$ cat config.mk
export PLATFORM = sky130hd
export DESIGN_NAME = ind_cmd_bridge
export DESIGN_NICKNAME = d
export VERILOG_FILES = /design/src/rtl/ibr_pkg.sv /design/src/rtl/ibr_csr_decode.sv /design/src/rtl/ibr_pb_master.sv /design/src/rtl/ind_cmd_bridge.sv
export SDC_FILE = /design/constraint.sdc
export NUM_CORES = 1
export LEC_CHECK = 0
export BUFFER_PORTS_ARGS = -buffer_cell sky130_fd_sc_hd__buf_2
export CORE_MARGIN = 10
export CORE_UTILIZATION = 35
export CTS_CLUSTER_DIAMETER = 120
export DETAILED_ROUTE_END_ITERATION = 10
export PLACE_DENSITY = 0.65
export SLEW_MARGIN = 0
export SYNTH_ARGS = -nofsm -noshare
export SYNTH_HDL_FRONTEND = slang
export SYNTH_SLANG_ARGS = --single-unit
$ cat constraint.sdc
create_clock -name clk -period 1.7 [get_ports clk]
set_input_delay 0.34 -clock clk [delete_from_list [all_inputs] [get_ports clk]]
set_output_delay 0.34 -clock clk [all_outputs]
set_load 0.01 [all_outputs]
$ cat src/rtl/ibr_pkg.sv
package ibr_pkg;
  typedef enum logic [1:0] {
    SEL_CMD  = 2'd0,
    SEL_RST  = 2'd1,
    SEL_STAT = 2'd2,
    SEL_DATA = 2'd3
  } reg_sel_e;

  typedef enum logic [1:0] {
    PB_IDLE = 2'd0,
    PB_REQ  = 2'd1,
    PB_WAIT = 2'd2
  } pb_state_e;

  localparam int unsigned SEL_LSB       = 3;
  localparam int unsigned CMD_RD_BIT    = 48;
  localparam int unsigned CMD_SZ_LSB    = 56;
  localparam int unsigned SZ_W          = 4;
  localparam int unsigned MAX_BYTES     = 8;
  localparam int unsigned STAT_DONE_BIT = 11;
  localparam int unsigned STAT_DATA_LSB = 26;
  localparam int unsigned WORD_W        = 64;
endpackage

$ cat src/rtl/ibr_csr_decode.sv
module ibr_csr_decode
  import ibr_pkg::*;
#(
  parameter int CSR_AW = 16,
  parameter int PB_AW  = 32
) (
  input  logic [CSR_AW-1:0] addr_i,
  input  logic [WORD_W-1:0] word_i,
  output reg_sel_e          sel_o,
  output logic              cmd_rd_o,
  output logic [SZ_W-1:0]   cmd_size_o,
  output logic [PB_AW-1:0]  cmd_addr_o,
  output logic              cmd_legal_o
);
  logic unused_bits;

  assign sel_o       = reg_sel_e'(addr_i[SEL_LSB +: 2]);
  assign cmd_rd_o    = word_i[CMD_RD_BIT];
  assign cmd_size_o  = word_i[CMD_SZ_LSB +: SZ_W];
  assign cmd_addr_o  = word_i[PB_AW-1:0];
  assign cmd_legal_o = (int'(cmd_size_o) <= MAX_BYTES);
  assign unused_bits = ^{addr_i, word_i};
endmodule

$ cat src/rtl/ibr_pb_master.sv
module ibr_pb_master
  import ibr_pkg::*;
#(
  parameter int PB_AW = 32,
  parameter int PB_DW = 32
) (
  input  logic             clk,
  input  logic             rst,
  input  logic             start_i,
  input  logic             rd_i,
  input  logic [SZ_W-1:0]  size_i,
  input  logic [PB_AW-1:0] addr_i,
  input  logic [PB_DW-1:0] wdata_i,
  output logic             busy_o,
  output logic             done_o,
  output logic             done_rd_o,
  output logic             done_err_o,
  output logic [PB_DW-1:0] done_data_o,
  output logic             pb_req_valid,
  input  logic             pb_req_ready,
  output logic             pb_req_write,
  output logic [PB_AW-1:0] pb_req_addr,
  output logic [SZ_W-1:0]  pb_req_size,
  output logic [PB_DW-1:0] pb_req_wdata,
  input  logic             pb_rsp_valid,
  input  logic             pb_rsp_err,
  input  logic [PB_DW-1:0] pb_rsp_rdata
);
  pb_state_e state_q;

  always_ff @(posedge clk) begin
    if (rst) begin
      state_q      <= PB_IDLE;
      pb_req_valid <= 1'b0;
      pb_req_write <= 1'b0;
      pb_req_addr  <= '0;
      pb_req_size  <= '0;
      pb_req_wdata <= '0;
    end else begin
      case (state_q)
        PB_IDLE: if (start_i) begin
          state_q      <= PB_REQ;
          pb_req_valid <= 1'b1;
          pb_req_write <= ~rd_i;
          pb_req_addr  <= addr_i;
          pb_req_size  <= size_i;
          pb_req_wdata <= wdata_i;
        end
        PB_REQ: if (pb_req_ready) begin
          state_q      <= PB_WAIT;
          pb_req_valid <= 1'b0;
        end
        PB_WAIT: if (pb_rsp_valid) state_q <= PB_IDLE;
        default: state_q <= PB_IDLE;
      endcase
    end
  end

  assign busy_o      = (state_q != PB_IDLE);
  assign done_o      = (state_q == PB_WAIT) && pb_rsp_valid;
  assign done_rd_o   = ~pb_req_write;
  assign done_err_o  = pb_rsp_err;
  assign done_data_o = pb_rsp_rdata;
endmodule

$ cat src/rtl/ind_cmd_bridge.sv
module ind_cmd_bridge
  import ibr_pkg::*;
#(
  parameter int CSR_AW = 16,
  parameter int PB_AW  = 32,
  parameter int PB_DW  = 32
) (
  input  logic              clk,
  input  logic              rst,
  input  logic              csr_valid,
  input  logic              csr_write,
  input  logic [CSR_AW-1:0] csr_addr,
  input  logic [63:0]       csr_wdata,
  output logic              csr_rvalid,
  output logic [63:0]       csr_rdata,
  output logic              pb_req_valid,
  input  logic              pb_req_ready,
  output logic              pb_req_write,
  output logic [PB_AW-1:0]  pb_req_addr,
  output logic [3:0]        pb_req_size,
  output logic [PB_DW-1:0]  pb_req_wdata,
  input  logic              pb_rsp_valid,
  input  logic              pb_rsp_err,
  input  logic [PB_DW-1:0]  pb_rsp_rdata
);
  localparam int DATA_HI = WORD_W - PB_DW;

  reg_sel_e          sel;
  logic              cmd_rd, cmd_legal;
  logic [SZ_W-1:0]   cmd_size;
  logic [PB_AW-1:0]  cmd_addr;
  logic              csr_rd, csr_wr, start;
  logic              pb_busy, cpl_done, cpl_rd, cpl_err;
  logic [PB_DW-1:0]  cpl_data;
  logic [PB_DW-1:0]  data_q;
  logic [63:0]       status_q;
  logic [63:0]       cpl_word;

  ibr_csr_decode #(.CSR_AW(CSR_AW), .PB_AW(PB_AW)) u_dec (
    .addr_i(csr_addr), .word_i(csr_wdata), .sel_o(sel),
    .cmd_rd_o(cmd_rd), .cmd_size_o(cmd_size), .cmd_addr_o(cmd_addr),
    .cmd_legal_o(cmd_legal)
  );

  assign csr_rd = csr_valid & ~csr_write;
  assign csr_wr = csr_valid & csr_write;
  assign start  = csr_wr && (sel == SEL_CMD) && cmd_legal;

  ibr_pb_master #(.PB_AW(PB_AW), .PB_DW(PB_DW)) u_pbm (
    .clk(clk), .rst(rst), .start_i(start), .rd_i(cmd_rd),
    .size_i(cmd_size), .addr_i(cmd_addr), .wdata_i(data_q),
    .busy_o(pb_busy), .done_o(cpl_done), .done_rd_o(cpl_rd),
    .done_err_o(cpl_err), .done_data_o(cpl_data),
    .pb_req_valid(pb_req_valid), .pb_req_ready(pb_req_ready),
    .pb_req_write(pb_req_write), .pb_req_addr(pb_req_addr),
    .pb_req_size(pb_req_size), .pb_req_wdata(pb_req_wdata),
    .pb_rsp_valid(pb_rsp_valid), .pb_rsp_err(pb_rsp_err),
    .pb_rsp_rdata(pb_rsp_rdata)
  );

  always_comb begin
    cpl_word = '0;
    cpl_word[STAT_DONE_BIT] = 1'b1;
    if (cpl_rd) cpl_word[STAT_DATA_LSB +: PB_DW] = cpl_err ? '1 : cpl_data;
  end

  always_ff @(posedge clk) begin
    if (rst) begin
      data_q     <= '0;
      status_q   <= '0;
      csr_rvalid <= 1'b0;
      csr_rdata  <= '0;
    end else begin
      csr_rvalid <= csr_rd;
      if (csr_rd) begin
        case (sel)
          SEL_STAT: csr_rdata <= status_q;
          SEL_DATA: csr_rdata <= {data_q, {DATA_HI{1'b0}}};
          default:  csr_rdata <= '0;
        endcase
      end
      if (csr_wr && sel == SEL_DATA) data_q <= csr_wdata[WORD_W-1 -: PB_DW];
      if (cpl_done) status_q <= cpl_word;
      else if (csr_rd && sel == SEL_STAT) status_q <= '0;
    end
  end
endmodule

* After elaboration in Yosys (flattened, before gate mapping)
Index checks and enable logic that the tools add are counted.
Operators by class: reduce and logical (&&, ||, !) cells 12, magnitude comparators 1, eq/ne operators 7, muxes and demuxes 12, bitwise operators 4
Operators with widths (count):
- 64-bit one-hot mux with 2 select lines | 1
- 58-bit two-way mux | 2
- 32-bit two-way mux | 2
- 2-bit equality test (second input constant) | 3
- 2-bit two-way mux | 3
- 2-bit inequality test (second input constant) | 3
- 2-bit one-hot mux with 3 select lines | 1
- 3-bit AND reduction | 2
- 1-bit logical AND | 5
- 4-bit <= comparator (second input constant) | 1
- 2-bit logical NOT | 2
- 2-bit nonzero test | 2
- 1-bit AND | 2
- 2-bit by 1-bit equality test with 1-bit output (second input constant) | 1
- 1-bit two-way mux | 2
- 1-bit NOT | 2
- 1-bit one-hot mux with 2 select lines | 1
- 2-bit AND reduction | 1
Storage, ports and cells: logic and storage cells 46, bits in registers 202, output and inout port bits 135

* Logic depth before layout (Yosys ltp)
Gate-level depths: netlist of run 1.
word-level depth 5, depth in mapped cells 7

* Hierarchy
A second synthesis of run 1 with hierarchy kept.
Second synthesis, totals: cells, all modules 849, area total of the unflattened synthesis 7958.9 um^2
Modules (own cells, without submodules):
- ind_cmd_bridge | times used 1, area an instance 4181.5 um^2, cells each 461
- ibr_pb_master | times used 1, area an instance 3472.1 um^2, cells each 348
- ibr_csr_decode | times used 1, area an instance 305.3 um^2, cells each 40

* Least setup slack after synthesis of run 1
OpenSTA, ideal clock, no wires.
path kind register -> register, from reg u_pbm.state_q[1], to reg u_pbm.pb_req_addr[25], stages on the path, launching flop included 8, data arrival time 1.605 ns, library setup time 0.116 ns, slack -0.020 ns, cells stage by stage dfxtp_1 -> or2_1 -> clkbuf_1 -> or3_1 -> buf_2 -> buf_6 -> buf_6 -> a31o_1
On the way: longest elaborated chain between the ends 2
RTL lines:
- from (decl) | line ibr_pb_master.sv:29 | pb_state_e state_q;
- from (signal assigned) | line ibr_pb_master.sv:33 | state_q <= PB_IDLE;
- from (signal assigned) | line ibr_pb_master.sv:42 | state_q <= PB_REQ;
- from (signal assigned) | line ibr_pb_master.sv:50 | state_q <= PB_WAIT;
- 2-bit logical NOT | line ibr_pb_master.sv:40 | case (state_q)
- 2-bit AND reduction (no line)
- to (signal assigned) | line ibr_pb_master.sv:45 | pb_req_addr <= addr_i;
- to (decl) | line ibr_pb_master.sv:22 | output logic [PB_AW-1:0] pb_req_addr,
Every way passes these cells. A chain may end at the register's enable or synchronous reset.

* Worst setup path after layout of run 1
from reg u_pbm.state_q[0], to reg u_pbm.pb_req_wdata[7]
On the way: longest elaborated chain between the ends 2
RTL lines:
- 2-bit logical NOT | line ibr_pb_master.sv:40
- 2-bit AND reduction (no line)
- to (signal assigned) | line ibr_pb_master.sv:47 | pb_req_wdata <= wdata_i;
- to (decl) | line ibr_pb_master.sv:24 | output logic [PB_DW-1:0] pb_req_wdata,
Every way passes these cells.

==> qor.yml, run 1 <==
run_status:
  status: "finished, final reports clean"
yosys:
  yosysTopAreaCell: "dfxtp_1"
  syn_area_sq_um: 7280
  netlist_instances: 828
  ys_top_cells_by_area: "dfxtp_1, a31o_2, nand2b_1, nor4_1, a21oi_1"
  ys_types: 35
  avgSynthCellArea_sq_um: 8.79
  yosysTopAreaCellShare: 0.487
  synth-seq-cells: 177
  yosysSeqAreaShare: 0.487
  ys_warn_count: 0
power_and_ir_drop:
  p_leak_nw: 3.92
  irDropWorstVdd_v: 0.000669
  p_clk_frac: 0.467
  p_sw_mw: 2.09
  internal-power_mw: 6.99
  p_sw_frac: 0.230
  pwr-share-comb: 0.070
  p_per_area_nw_per_um2: 965
  seqPwrFrac: 0.463
worst_hold_path:
  min_path_type: "in -> reg"
  min_path_cells: 3
  whs_endpoint: "data_q[12]"
  hp-start: "csr_wdata[44]"
floorplanning:
  die_area_sq_um: 27000
  rows: 52
  chipWidth_um: 164
  ioPinCount: 254
  initial_utilization: 0.357
  die_h_um: 164
  core_area_sq_um: 20400
setup_path:
  crit_slowest_cell: "nor4_1"
  startpoint_type: "flip-flop"
  worstPathCellList: "or2_2 -> buf_4 -> buf_4 -> nor4_1 -> a31o_2"
  reg2reg_depth: 5
  cp_top_family: "simple AND/OR/NAND/NOR gates"
  cp.arrival_ns: 2.03
  critPathKind: "reg -> reg"
  max_stage_delay_ns: 0.39
  reg2reg_to: "u_pbm.pb_req_wdata[7]"
  critPathCaptureType: "flip-flop"
  critical_path.max_fanout: 33
  crit_buf_inv: 2
  rrSetupSlack_ns: 0.04
  cpMostUsedCell: "buf_4"
  worstReg2RegStart: "u_pbm.state_q[0]"
  required_ns: 2.07
global_routing:
  grt_pass1_wl_mm: 36.0
  grt_overflow: 0
  grt_pass1_vias: 6373
  grt_util_all_layers: 0.167
  grt_max_degree: 66
  antenna_found_initial: 0
flow_run:
  cap_violations: 0
sta:
  fmax_ghz: 0.603
  rsz0062_at_grt: "true"
  setup_viol: 0
  period_share: 0.976
  fin_crit_ns: 1.66
  maxSlewViolCount: 0
  fin_skew_ns: 0.00718
  whs_ns: 0.141
  worst_slack_ns: 0.0416
  hold_viol: 0
clocking:
  cts_tree: "yes"
  clk-insertion-delay-late_ns: 0.42
  htreeDepth: 4
  cts-root-buf: "clkbuf_16"
  numCtsBuffers: 17
  ctsHoldBuffers: 0
  clock_path_buffers: 2
  clk_pin_slew_ns: 0.07
  clock_sinks: 177
finish:
  layout-drive-gt1-share: 0.359
  num_antenna_cells: 0
  stdcell_area_sq_um: 9420
  area_growth_pct: 29.4
  nNetsFinal: 1139
place:
  pre_cts_ws_ns: -0.241
  dpl.hpwl_mm: 16.8
  io_buffers: 214
  place_area_sq_um: 8720
  place_congestion: 0.833
drt:
  vias: 6750
  drt_iter0_drc: 568
  via_per_inst: 5.18
  drt_wl_total_mm: 23.9
  firstDrtPassIters: 8
  drc: 0
  wl_per_cell_um: 18.3
  ant_nets: 0
==> synth_stat cells <==
cell type  number
o211a_1         1
nand3b_1        2
or2_1           1
buf_6           2
nand2b_1       67
a31o_1          8
nand2_1        67
a22oi_1        13
buf_1           3
and4b_1         1
nand4_1         1
a31o_2         58
o31a_1          1
nand4bb_1       2
nand3_1        32
and4_1          1
buf_4          25
a222oi_1       26
or3_1          33
clkbuf_1       81
nor4_1         66
mux2_2          1
nor3b_1         1
dfxtp_1       177
conb_1          1
a32o_1          1
inv_2           1
inv_1           1
a211oi_2        1
nor4bb_1        1
nor2b_1         2
nor2_1         74
a21oi_1        67
buf_2           7
nor3_1          2
==> how the worst max path moves through the flow <==
stage,startpoint,end,slack (ns),cells past startpoint
3_5_place_dp,csr_wdata[56],u_pbm.pb_req_size[0],-0.24,5
4_1_cts,u_pbm.state_q[0],u_pbm.pb_req_wdata[5],0.03,5
6_report,u_pbm.state_q[0],u_pbm.pb_req_wdata[7],0.04,5
2_1_floorplan,u_pbm.state_q[0],u_pbm.pb_req_addr[25],-0.006,7
5_1_grt,u_pbm.state_q[0],u_pbm.pb_req_wdata[19],-0.005,5
3_3_place_gp,csr_wdata[56],u_pbm.pb_req_size[0],-0.23,5
==> kinds of logic after synthesis <==
| family | share of synthesized area |
|---|---|
| flip-flops | 0.487 |
| other | 0.000515 |
| AND/OR/NAND/NOR | 0.252 |
| buffers and inverters | 0.0781 |
| multiplexers | 0.00155 |
| AO/OA/AOI/OAI | 0.180 |
==> worst reg2reg max path, stage by stage, from the launching register on <==
cell	delay, ns
dfxtp_2	0.32
or2_2	0.30
buf_4	0.18
buf_4	0.26
nor4_1	0.40
a31o_2	0.15
==> routing by layer <==
metal | up-vias | routed length [um] | track usage
met5 | - | 0 | 0
met4 | 0 | 316 | 0.0491
met3 | 20 | 1770 | 0.0423
met2 | 215 | 11700 | 0.277
met1 | 3188 | 10100 | 0.211
li1 | 3327 | - | -
==> power groups by stage <==
stage	logic [mW]	registers (mW)	clock network (mW)
final	0.634	4.21	4.24
after detailed placement	0.623	4.30	0
after global placement	0.624	4.30	0
after global routing	0.694	4.21	4.47
after CTS	0.631	4.21	4.30
after floorplan	0.352	4.30	0
==> area by class of cell <==
cell class / instances / area, sq um
Tap cell: 270 / 338
Sequential cell: 177 / 3550
Fill cell: 2025 / 10900
Clock inverter: 12 / 181
Multi-Input combinational cell: 555 / 3320
Inverter: 2 / 7.51
Timing Repair Buffer: 267 / 1570
Clock buffer: 20 / 457
==> layout by cell type, fill, tap and decap left out, drive strengths merged, types with 26 or more instances in the layout <==
master  instances
a21oi          67
a222oi         26
a31o           66
buf           267
dfxtp         177
nand2          67
nand2b         67
nand3          32
nor2           74
nor4           66
or3            33
==> registers in the layout, summed over array words and instances (netlist names) <==
register and flops:
csr_rdata 39, csr_rvalid 1, data_q 32, status_q 33, u_pbm.pb_req_addr 32, u_pbm.pb_req_size 4
u_pbm.pb_req_valid 1, u_pbm.pb_req_wdata 32, u_pbm.pb_req_write 1, u_pbm.state_q 2
==> repair_timing <==
action / CTS / global route
setup endpoints to repair: 67 / 4
resized for setup: 2 / 4
hold endpoints to repair: 0 / 0
setup buffers: 0 / 0
cloned: 1 / 0
==> per-stage QoR <==
stage	utilization	power (mW)	std cells	TNS, ns
CTS	0.461	9.14	1303	0
floorplan	-	4.65	852	-0.0495
global route	0.462	9.37	1303	-0.00810
global placement	0.428	4.93	1270	-14.90
finish	0.462	9.08	1303	0
detailed placement	0.428	4.93	1270	-15.51
Note: power is estimated with default switching activity, not from simulation.
==> run 2, diff against run 1 <==
--- a/config.mk
+++ b/config.mk
@@ -10,7 +10,8 @@
 export CORE_UTILIZATION = 35
 export CTS_CLUSTER_DIAMETER = 120
 export DETAILED_ROUTE_END_ITERATION = 10
-export PLACE_DENSITY = 0.65
+export PLACE_DENSITY = 0.62
+export REMOVE_ABC_BUFFERS = 1
 export SLEW_MARGIN = 0
 export SYNTH_ARGS = -nofsm -noshare
 export SYNTH_HDL_FRONTEND = slang
==> constraint.sdc (replaced) <==
create_clock -name clk -period 1.8 [get_ports clk]
set_input_delay 0.36 -clock clk [delete_from_list [all_inputs] [get_ports clk]]
set_output_delay 0.36 -clock clk [all_outputs]
set_load 0.01 [all_outputs]
==> qor.yml, run 2 (same netlist as run 1, synthesis figures left out) <==
setup_path:
  reg2reg_depth: 4  # -1
  critPathLaunch: "u_pbm.state_q[1]"
  critical_path.max_fanout: 23  # -30%
  crit_slowest_cell: "or3_4"
  worstPathCellList: "or2_4 -> or3_4 -> bufbuf_16 -> a31o_2"
  cp.arrival_ns: 2.03  # about the same
  path_depth: 4  # -1
  required_ns: 2.11  # +0.04 ns
  critPathKind: "reg -> reg"
  critPathCaptureType: "flip-flop"
  worstReg2RegStart: "u_pbm.state_q[1]"
  crit_buf_inv: 1  # -1
  max_stage_delay_ns: 0.43  # +0.04 ns
  cp_top_family: "simple AND/OR/NAND/NOR gates"
  startpoint_type: "flip-flop"
drt:
  ant_nets: 0  # unchanged
  drt_iter0_drc: 560  # -1.4%
  firstDrtPassIters: 7  # -1
  highest_layer: "met5"
  drt_wl_total_mm: 24.7  # +3.3%
  wl_met3_mm: 2.62  # +48%
  drc: 0  # unchanged
  wl_per_cell_um: 19.0  # +3.4%
  via_per_inst: 5.27  # +1.8%
  wl_met1_mm: 10.7  # +6.1%
  vias: 6865  # +1.7%
  met2_length_mm: 11.1  # -5.1%
finish:
  layout_commonest_cell: "buf_2"
  fill_cells: 2002  # -1.1%
  largest_reg_flops: 39  # unchanged
  reg.largest.list: "csr_rdata: 39 flops, status_q: 33 flops"
  final_cell_mix: "buf_2, dfxtp_1, nor2_1"
  regArea_sq_um: 3540  # about the same
  multi_input_area_sq_um: 3300  # -0.45%
  nNetsFinal: 1137  # -0.18%
  layout-drive-gt1-share: 0.355  # -0.00415
  top_register: "csr_rdata"
  stdcell_area_sq_um: 9480  # +0.70%
  area_growth_pct: 30.3
global_routing:
  grt_max_degree: 72  # +9.1%
  grt_overflow: 0  # unchanged
  grt_pass1_wl_mm: 38.2  # +6.1%
  antenna_found_initial: 1  # +1
  grt_pass1_vias: 6848  # +7.5%
  grt_util_all_layers: 0.177  # +0.0100
sta:
  rsz0062_at_grt: "false"
  fin_skew_ns: 0.00498  # -0.00220 ns
  fin_crit_ns: 1.72  # +0.0617 ns
  fmax_ghz: 0.581  # -3.6%
  setup_viol: 0  # unchanged
  tightest_slew_ns: 0.508
  maxSlewViolCount: 0  # unchanged
  hold_viol: 0  # unchanged
  period_share: 0.956  # -0.0199
  whs_ns: 0.172  # +0.0310 ns
  slew_headroom: 0.661
clocking:
  numCtsBuffers: 17  # unchanged
  post_cts_buffers: 0  # unchanged
  clk_pin_slew_ns: 0.06  # about the same
  ctsHoldBuffers: 0  # unchanged
  clock_path_buffers: 2  # unchanged
  clk-insertion-delay-late_ns: 0.42  # about the same
  cts-root-buf: "clkbuf_16"
  htreeDepth: 4  # unchanged
  cts_resized: 3  # +1
  clock_sinks: 177  # unchanged
  cts_tree: "yes"
worst_hold_path:
  hp-start: "csr_wdata[36]"
  min_path_cells: 3  # unchanged
  min_path_type: "in -> reg"
floorplanning:
  chipWidth_um: 164  # unchanged
  ioPinCount: 254  # unchanged
  core_area_sq_um: 20400  # unchanged
  die_area_sq_um: 27000  # unchanged
  initial_utilization: 0.357  # unchanged
  die_h_um: 164  # unchanged
  rows: 52  # unchanged
place:
  io_buffers: 214  # unchanged
  place_congestion: 0.826  # -0.84%
  dpl.hpwl_mm: 16.6  # -1.7%
  place_area_sq_um: 8810  # +1.0%
power_and_ir_drop:
  p_leak_nw: 3.95  # +0.71%
  p_per_area_nw_per_um2: 904  # -6.3%
  irDropWorstVdd_v: 0.000616  # -8.0%
run_status:
  status: "finished, final reports clean"
flow_run:
  cap_violations: 0  # unchanged
-- run 2: cell types whose count changed in the layout (fill, tap and decap cells not counted), moves of 3 or more --
cell,change
buf_4,-11
nor4_2,-4
clkinv_4,-3
nor4_1,+4
buf_12,+8
-- run 2: metal layers --
layer  up-vias  track usage
met5         -            0
met2       277        0.283
met3        19       0.0663
li1       3327            -
met4         2       0.0447
met1      3240        0.221
-- run 2: area by class of cell --
type / count / share of cell area
Clock inverter: 13 / 0.0193
Multi-Input combinational cell: 555 / 0.349
Clock buffer: 19 / 0.0467
Timing Repair Buffer: 265 / 0.175
Antenna cell: 1 / 0.000264
Tap cell: 270 / 0.0356
Sequential cell: 177 / 0.374
Inverter: 2 / 0.000792
-- run 2: final timing paths --
kind	end	slack, ns
worst max-delay path	u_pbm.pb_req_wdata[21]	0.08
worst min-delay path	data_q[4]	0.17
worst max register to register	u_pbm.pb_req_wdata[21]	0.08
worst min register to register	status_q[31]	0.46
-- run 2: metrics by stage --
stage	worst slack (ns)	TNS [ns]	power, mW	utilization	std cells
after global placement	-0.144	-7.31	4.69	0.433	1268
final	0.0799	0	8.57	0.466	1302
after CTS	0.0875	0	8.66	0.465	1301
after detailed placement	-0.159	-8.06	4.69	0.433	1268
after global routing	0.0537	0	8.91	0.465	1301
after floorplan	-2.13	-206.77	4.28	-	734
-- run 2: where the power goes --
part           total (mW)  internal [mW]  switching [mW]  leakage [nW]
Sequential           3.97           3.95          0.0210          1.43
Clock                3.96           2.37            1.59         0.308
Combinational       0.642          0.260           0.381          2.21
Total                8.57           6.58            1.99          3.95
-- run 2: worst reg2reg max path, stage by stage, from the launching register on --
cell	delay, ns
dfxtp_1	0.31
or2_4	0.28
or3_4	0.44
bufbuf_16	0.32
a31o_2	0.26
==> run 3, diff against run 2 <==
--- a/config.mk
+++ b/config.mk
@@ -10,6 +10,7 @@
 export CORE_UTILIZATION = 35
 export CTS_CLUSTER_DIAMETER = 120
 export DETAILED_ROUTE_END_ITERATION = 10
+export MAX_ROUTING_LAYER = met4
 export PLACE_DENSITY = 0.62
 export REMOVE_ABC_BUFFERS = 1
 export SLEW_MARGIN = 0
==> qor.yml, run 3 (same netlist as run 1, synthesis figures left out) <==
run_status:
  status: "finished, final reports clean"
sta:
  maxSlewViolCount: 0  # unchanged
  hold_viol: 0  # unchanged
  tns_ns: 0  # unchanged
  period_share: 0.953  # -0.00278
  slew_headroom: 0.665  # +0.00337
  setup_viol: 0  # unchanged
  fmax_ghz: 0.583  # +0.29%
  fin_skew_ns: 0.00717  # +0.00218 ns
  tightest_slew_ns: 0.503  # -0.00506 ns
  rsz0062_at_grt: "false"
  fin_crit_ns: 1.72  # -0.00500 ns
  worst_slack_ns: 0.0849  # +0.00500 ns
power_and_ir_drop:
  internal-power_mw: 6.58  # about the same
  pwr-share-comb: 0.075  # about the same
  p_per_area_nw_per_um2: 903  # -0.12%
  p_clk_frac: 0.461  # about the same
  p_leak_nw: 3.95  # unchanged
  seqPwrFrac: 0.464  # about the same
  p_sw_frac: 0.232  # -0.000745
  p_sw_mw: 1.98  # -0.41%
  irDropWorstVdd_v: 0.000612  # -0.70%
flow_run:
  cap_violations: 0  # unchanged
clocking:
  cts-root-buf: "clkbuf_16"
  clk-insertion-delay-late_ns: 0.42  # about the same
  numCtsBuffers: 17  # unchanged
  clock_path_buffers: 2  # unchanged
  clk_pin_slew_ns: 0.07  # about the same
  cts_tree: "yes"
  htreeDepth: 4  # unchanged
  clock_sinks: 177  # unchanged
  post_cts_buffers: 0  # unchanged
setup_path:
  required_ns: 2.12  # about the same
  cp.arrival_ns: 2.03  # about the same
  reg2reg_to: "u_pbm.pb_req_wdata[21]"
  critical_path.max_fanout: 23  # unchanged
  worstReg2RegStart: "u_pbm.state_q[1]"
  critPathCaptureType: "flip-flop"
  reg2reg_depth: 4  # unchanged
  critPathKind: "reg -> reg"
  critPathLaunch: "u_pbm.state_q[1]"
  rrSetupSlack_ns: 0.08  # about the same
  startpoint_type: "flip-flop"
floorplanning:
  initial_utilization: 0.357  # unchanged
  ioPinCount: 254  # unchanged
  die_h_um: 164  # unchanged
  die_area_sq_um: 27000  # unchanged
  chipWidth_um: 164  # unchanged
  rows: 52  # unchanged
  core_area_sq_um: 20400  # unchanged
global_routing:
  grt_pass1_vias: 6855  # +0.10%
  grt_pass1_wl_mm: 38.1  # about the same
  grt_overflow: 0  # unchanged
  antenna_found_initial: 1  # unchanged
  grt_util_all_layers: 0.183  # +0.00522
  grt_max_degree: 72  # unchanged
place:
  dpl.hpwl_mm: 16.6  # unchanged
  place_area_sq_um: 8810  # unchanged
  pre_cts_ws_ns: -0.159  # unchanged
  placed_cells: 1268  # unchanged
  place_congestion: 0.836  # +1.3%
  io_buffers: 214  # unchanged
finish:
  reg.largest.list: "csr_rdata: 39 flops, status_q: 33 flops"
  fill_cells: 2001  # -0.050%
  layout-drive-gt1-share: 0.355  # unchanged
  area_growth_pct: 30.4  # about the same
  layout_commonest_cell: "buf_2"
  fin_util: 0.466  # about the same
  fin_cells: 1303  # +0.077%
  top_register: "csr_rdata"
  stdcell_area_sq_um: 9480  # about the same
  nNetsFinal: 1137  # unchanged
  largest_reg_flops: 39  # unchanged
  final_cell_mix: "buf_2, dfxtp_1, nor2_1"
drt:
  via_per_inst: 5.30  # +0.48%
  drt_wl_total_mm: 24.8  # +0.21%
  drt_iter0_drc: 566  # +1.1%
  wl_per_cell_um: 19.0  # +0.13%
  firstDrtPassIters: 6  # -1
  ant_nets: 0  # unchanged
  vias: 6903  # +0.55%
  drc: 0  # unchanged
worst_hold_path:
  min_path_type: "in -> reg"
  min_path_cells: 3  # unchanged
  hp-start: "csr_wdata[33]"
  whs_endpoint: "data_q[1]"
run 3: timing repair:
action | in CTS | in global routing
gates resized for setup | 3 | 0
hold buffers | 0 | 0
setup endpoints to repair | 38 | 0
run 3: area by class of cell:
| type | instances | area, sq um | area share |
|---|---|---|---|
| diodes | 2 | 5.00 | 0.000528 |
| clock buffers | 19 | 443 | 0.0467 |
| clock inverters | 13 | 183 | 0.0193 |
| inverters | 2 | 7.51 | 0.000792 |
| multi-input cells | 555 | 3300 | 0.348 |
| flip-flops and latches | 177 | 3540 | 0.374 |
| well taps | 270 | 338 | 0.0356 |
| repair buffers | 265 | 1660 | 0.175 |
run 3: power groups by stage:
stage | registers (mW) | clock network (mW) | logic (mW)
3_5_place_dp | 4.06 | 0 | 0.632
2_1_floorplan | 4.06 | 0 | 0.211
5_1_grt | 3.97 | 4.24 | 0.698
4_1_cts | 3.97 | 4.05 | 0.641
6_report | 3.97 | 3.95 | 0.641
3_3_place_gp | 4.06 | 0 | 0.629
run 3: worst max-delay path by stage:
| stage | to | slack [ns] | cells past startpoint |
|---|---|---|---|
| after floorplan | u_pbm.pb_req_size[0] | -2.13 | 3 |
| after global placement | u_pbm.pb_req_addr[10] | -0.14 | 5 |
| after detailed placement | u_pbm.pb_req_wdata[11] | -0.16 | 5 |
| after CTS | u_pbm.pb_req_wdata[21] | 0.09 | 4 |
| after global routing | u_pbm.pb_req_wdata[21] | 0.05 | 4 |
| final | u_pbm.pb_req_wdata[21] | 0.08 | 4 |
run 3: per-stage QoR:
stage	hold slack [ns]	power (mW)
after floorplan	0.425	4.28
after global placement	0.445	4.69
after detailed placement	0.452	4.69
after CTS	0.151	8.66
after global routing	0.163	8.91
final	0.173	8.56
run 3: worst max-delay path, stage by stage, from the launching register on:
cell and delay, ns:
dfxtp_1 0.32, or2_4 0.28, or3_4 0.43, bufbuf_16 0.32, a31o_2 0.25
run 3: metal layers:
layer  part of all wire  up-vias  global-route usage
met5                  0        -                   -
met4             0.0084        0              0.0447
met3              0.096       16              0.0593
met2               0.45      243               0.284
met1               0.44     3318               0.225
li1                   -     3326                   -
